<file path="src/rtl/isolated_io_port.sv">
module isolated_io_port #(
  parameter int NDEV   = 8,
  parameter int DW     = 8,
  parameter int ADDR_W = 3
) (
  input  logic                 clk,
  input  logic                 rst_n,
  input  logic                 bus_io,
  input  logic                 bus_rd,
  input  logic                 bus_wr,
  input  logic [ADDR_W:0]      bus_dev,
  input  logic [DW-1:0]        bus_wdata,
  output logic [DW-1:0]        bus_rdata,
  output logic                 bus_drive,
  input  logic [NDEV-1:0]      dev_in_load,
  input  logic [NDEV*DW-1:0]   dev_in_data,
  output logic [NDEV-1:0]      dev_in_full,
  input  logic [NDEV-1:0]      dev_out_take,
  output logic [NDEV*DW-1:0]   dev_out_data,
  output logic [NDEV-1:0]      dev_out_valid
);
  logic [NDEV-1:0] sel;
  logic [DW-1:0]   rd_vec [NDEV];
  wire             stat_sel = bus_dev[ADDR_W];

  for (genvar i = 0; i < NDEV; i++) begin : g_slot
    logic [DW-1:0] in_q, out_q;
    logic          full_q, rdy_q, ovr_q;

    assign sel[i] = bus_io && (bus_dev[ADDR_W-1:0] == ADDR_W'(i));
    wire rd_dat = sel[i] && bus_rd && !stat_sel;
    wire rd_st  = sel[i] && bus_rd &&  stat_sel;
    wire wr_dat = sel[i] && bus_wr && !stat_sel;

    always_ff @(posedge clk or negedge rst_n) begin
      if (!rst_n) begin
        in_q   <= '0;
        full_q <= 1'b0;
      end else if (dev_in_load[i]) begin
        in_q   <= dev_in_data[i*DW +: DW];
        full_q <= 1'b1;
      end else if (rd_dat) begin
        full_q <= 1'b0;
      end
    end

    always_ff @(posedge clk or negedge rst_n) begin
      if (!rst_n) begin
        out_q <= '0;
        rdy_q <= 1'b1;
        ovr_q <= 1'b0;
      end else begin
        if (wr_dat && rdy_q) begin
          out_q <= bus_wdata;
          rdy_q <= 1'b0;
        end else if (dev_out_take[i]) begin
          rdy_q <= 1'b1;
        end
        if (wr_dat && !rdy_q) ovr_q <= 1'b1;
        else if (rd_st)       ovr_q <= 1'b0;
      end
    end

    assign rd_vec[i] = rd_dat ? in_q :
                       rd_st  ? {{(DW-3){1'b0}}, ovr_q, rdy_q, full_q} : '0;
    assign dev_in_full[i]             = full_q;
    assign dev_out_valid[i]           = !rdy_q;
    assign dev_out_data[i*DW +: DW]   = out_q;
  end

  always_comb begin
    bus_rdata = '0;
    for (int k = 0; k < NDEV; k++) bus_rdata |= rd_vec[k];
  end

  assign bus_drive = bus_io && bus_rd;
endmodule


</file>
<file path="config.mk">
export PLATFORM = sky130hd
export DESIGN_NAME = isolated_io_port
export DESIGN_NICKNAME = d
export VERILOG_FILES = /design/src/rtl/isolated_io_port.sv
export SDC_FILE = /design/constraint.sdc
export NUM_CORES = 1
export LEC_CHECK = 0
export ABC_AREA = 0
export CORE_UTILIZATION = 29
export CTS_CLUSTER_DIAMETER = 50
export DETAILED_ROUTE_END_ITERATION = 12
export GPL_ROUTABILITY_DRIVEN = 0
export PLACE_DENSITY = 0.56
export SKIP_CTS_REPAIR_TIMING = 1
export SYNTH_ARGS = -nofsm -noshare
export SYNTH_HDL_FRONTEND = slang
export SYNTH_SLANG_ARGS = --single-unit
</file>
<file path="constraint.sdc">
create_clock -name clk -period 2.69 [get_ports clk]
set_input_delay 0.269 -clock clk [delete_from_list [all_inputs] [get_ports clk]]
set_output_delay 0.269 -clock clk [all_outputs]
set_load 0.01 [all_outputs]
</file>
==> results by group, run 1 <==
Finish
  • Final nets: around 800
  • Area growth syn-to-layout: 44.3%
  • Reg area: approximately 0.0038 mm²
  • Fin cells: ~1000
  • Area of the multi-input gates: 0.00276 mm²
  • Layout cells sized above 1: 33.6%
  • Layout Cell Area excl Fill: around 0.0099 mm²
  • Fill cells: around 2100
  • ANT cells: 0

Placement
  • Post-DP Area: between 0.009 and 0.01 mm²
  • Placed cells: about 990
  • Port Buf Inserts: 185
  • Final HPWL DP: 15100 µm

Drt
  • DR vias: between 4000 and 5000
  • Routed WL per cell: about 19 µm
  • Vias per Instance: about 4.7
  • Starting DRC count in detailed routing: about 180
  • Drc violations: 0
  • Pre-Repair DR Iteration Count: 4
  • Post-route ant nets: 0
  • Drt total wl: just under 20000 µm

Timing
  • Clock Skews: between 0.008 and 0.009 ns
  • Fmax: between 0.3 and 0.4 GHz
  • Min Clock Period, post-route: 2.63 ns
  • Final Hold Viols: 0
  • Period utilisation layout: between 90% and 100%
  • WHS: 0.361 ns
  • Final Max Slew Viols: 0
  • Rel. slew slack: approximately 66%
  • Worst-margin pin slew: between 0.5 and 0.6 ns
  • Final setup viols: 0

Power
  • Leak pwr: between 4 and 5 nW
  • Max VDD drop: about 450 µV
  • PwrDens: approximately 650 mW/mm²

Critical path
  • Worst R2R Path Depth: 4
  • FF-to-FF End: g_slot[5].out_q[4]
  • Slowest stage delay, CP: ~0.53 ns
  • CP Max Fanout: 11
  • Slowest CP cell: clkdlybuf4s50_1
  • Req. time, crit path: 2.42 ns
  • Worst r2r src: g_slot[5].rdy_q
  • Arrival time of the worst setup path: between 2 and 2.5 ns
  • CP endpoint kind: output pin
  • R2r setup slk: 1.03 ns
  • Startpoint types: primary input
  • Crit-path cells: clkdlybuf4s50_1, buf_4, nor2b_1, buf_4, and2_1, a22oi_1, nand3_1, clkdlybuf4s50_1
  • CP Class: in2out

Global route
  • Remaining Overflow, GRT: 0
  • Largest net degree at the start of global routing: 48
  • Tot GR Track Use: 17.1%
  • Initial antenna violation count: 0
  • First-pass GRT wire length: between 30000 and 40000 µm
  • Number of global-route vias before repair: roughly 5300

Logic synthesis
  • Post-synth ARST share: between 90% and 100%
  • Synth Flop Type: dfrtp_1
  • Mapped cell area: 0.00683 mm²
  • Top post-synthesis cells by area: dfrtp_1 (53%), mux2_2 (17%), mux2_4 (7.0%), dfstp_2 (3.1%), mux4_2 (2.3%)
  • Mean post-synth cell area: ~14 µm²
  • Cells after Synth: roughly 490
  • Flops & latches, synth: between 150 and 200
  • Register area share after synthesis: 55.8%
  • EDFF count, synth: 0
  • Synth cell types: 51
  • Most frequent cell after synthesis: dfrtp_1
  • Synth area leader: dfrtp_1
  • Total number of yosys warnings: 0
  • Yosys top cell area share: between 50% and 60%
  • Synth top cells by count: dfrtp_1 (144), mux2_2 (102), mux2_4 (32)
  • Syn Nets: slightly below 600

CTS
  • H-tree depth: 4
  • CTS Sinks: between 150 and 200
  • Clock Path Buffers: 2
  • CTS tree: yes
  • CTS Root Buffer Type: clkbuf_16
  • Clock Latency Late Sink: ~0.42 ns
  • Worst-path clk slew: around 0.060 ns
  • CTS Buf Count: 17

Floorplanning
  • # rows: 55
  • Die area: 0.0242 mm²
  • Core Region: ~0.023 mm²
  • Vert. Die Dim: approximately 160 µm
  • Initial Utilization: between 20% and 30%
  • Die X: between 150 and 200 µm
  • Top Ports: between 150 and 200

Worst hold path
  • Worst Hold Class: in2async

Run status
  • Status: finished, final reports clean

Flow run
  • Max-cap violations: 0
==> how the worst max path moves through the flow <==
stage,from,slack [ns],endpoint,depth (start not counted)
after floorplan,bus_dev[2],0.90,bus_rdata[1],6
after CTS,bus_dev[1],-0.25,bus_rdata[0],7
after global placement,bus_dev[1],-0.23,bus_rdata[2],7
after global routing,bus_dev[0],-0.0009,bus_rdata[4],9
after detailed placement,bus_dev[1],-0.26,bus_rdata[0],7
final,bus_dev[0],0.06,bus_rdata[4],8
==> placed cells by master, fill, tap and decap left out, types with 5 or more instances in the layout <==
| cell type | count |
|---|---|
| a21o_1 | 7 |
| a22oi_1 | 9 |
| buf_4 | 41 |
| clkbuf_16 | 17 |
| clkdlybuf4s50_1 | 175 |
| dfrtp_1 | 144 |
| dfstp_2 | 8 |
| dlymetal6s2s_1 | 9 |
| inv_1 | 11 |
| inv_6 | 6 |
| mux2_2 | 102 |
| mux2_4 | 32 |
| mux4_2 | 7 |
| nand2_1 | 22 |
| nand3_1 | 18 |
| nand3b_1 | 5 |
| o21a_1 | 8 |
| o21ai_0 | 11 |
| o31ai_1 | 7 |
==> per-layer routing <==
metal	GRT usage [%]	part of all wire, %	vias up
met3	7.52	9.1	16
met4	5.28	1.5	0
met5	0	0	-
met1	20.0	42	2469
met2	28.0	47	181
li1	-	-	2195
==> per-stage QoR <==
step	util, %	worst slack (ns)	power, mW	TNS [ns]
6_report	43.2	0.0593	6.45	0
3_3_place_gp	40.3	-0.235	4.05	-1.27
4_1_cts	43.0	-0.254	6.53	-1.85
2_1_floorplan	-	0.899	3.29	0
5_1_grt	43.2	-0.000863	6.75	-0.000863
3_5_place_dp	40.3	-0.258	4.07	-1.84
==> flip-flops by register name, indices dropped and copies added, names as in the netlist <==
name           cells
g_slot.out_q      64
g_slot.in_q       64
g_slot.rdy_q       8
g_slot.ovr_q       8
g_slot.full_q      8
==> worst max-delay path: cells and delay by family <==
family                 cells  cell delay (ns)
buffers and inverters      4             1.36
AND/OR/NAND/NOR            3             0.63
AO/OA/AOI/OAI              1             0.10
==> report_power, final <==
group	switching (mW)	leakage (nW)	internal, mW	total (mW)
Sequential	0.174	1.84	2.58	2.75
Clock	0.999	0.284	1.42	2.42
Combinational	0.465	2.30	0.812	1.28
==> kinds of logic after synthesis <==
logic type             count (synthesis)  synth area share (%)
AOI/OAI and AO/OA                     56                  5.97
buffers and inverters                 47                  3.90
muxes                                142                  26.3
and+or+nand+nor                       91                  7.99
DFF                                  152                  55.8
==> cell type report <==
type                            count  area share [%]
Tap cell                          313            3.97
Inverter                           11           0.419
Sequential cell                   152            38.7
Timing Repair Buffer              230            22.9
Multi-Input combinational cell    289            28.0
Clock buffer                       19            4.49
Clock inverter                     13            1.57
Note: power is estimated with default switching activity, not from simulation.
==> run 2, diff against run 1 <==
--- a/config.mk
+++ b/config.mk
@@ -10,6 +10,7 @@
 export CTS_CLUSTER_DIAMETER = 50
 export DETAILED_ROUTE_END_ITERATION = 12
 export GPL_ROUTABILITY_DRIVEN = 0
+export GPL_TIMING_DRIVEN = 1
 export PLACE_DENSITY = 0.56
 export SKIP_CTS_REPAIR_TIMING = 1
 export SYNTH_ARGS = -nofsm -noshare
==> results of run 2 <==
The final DEF is identical to that of run 1; final timing and power are the same.
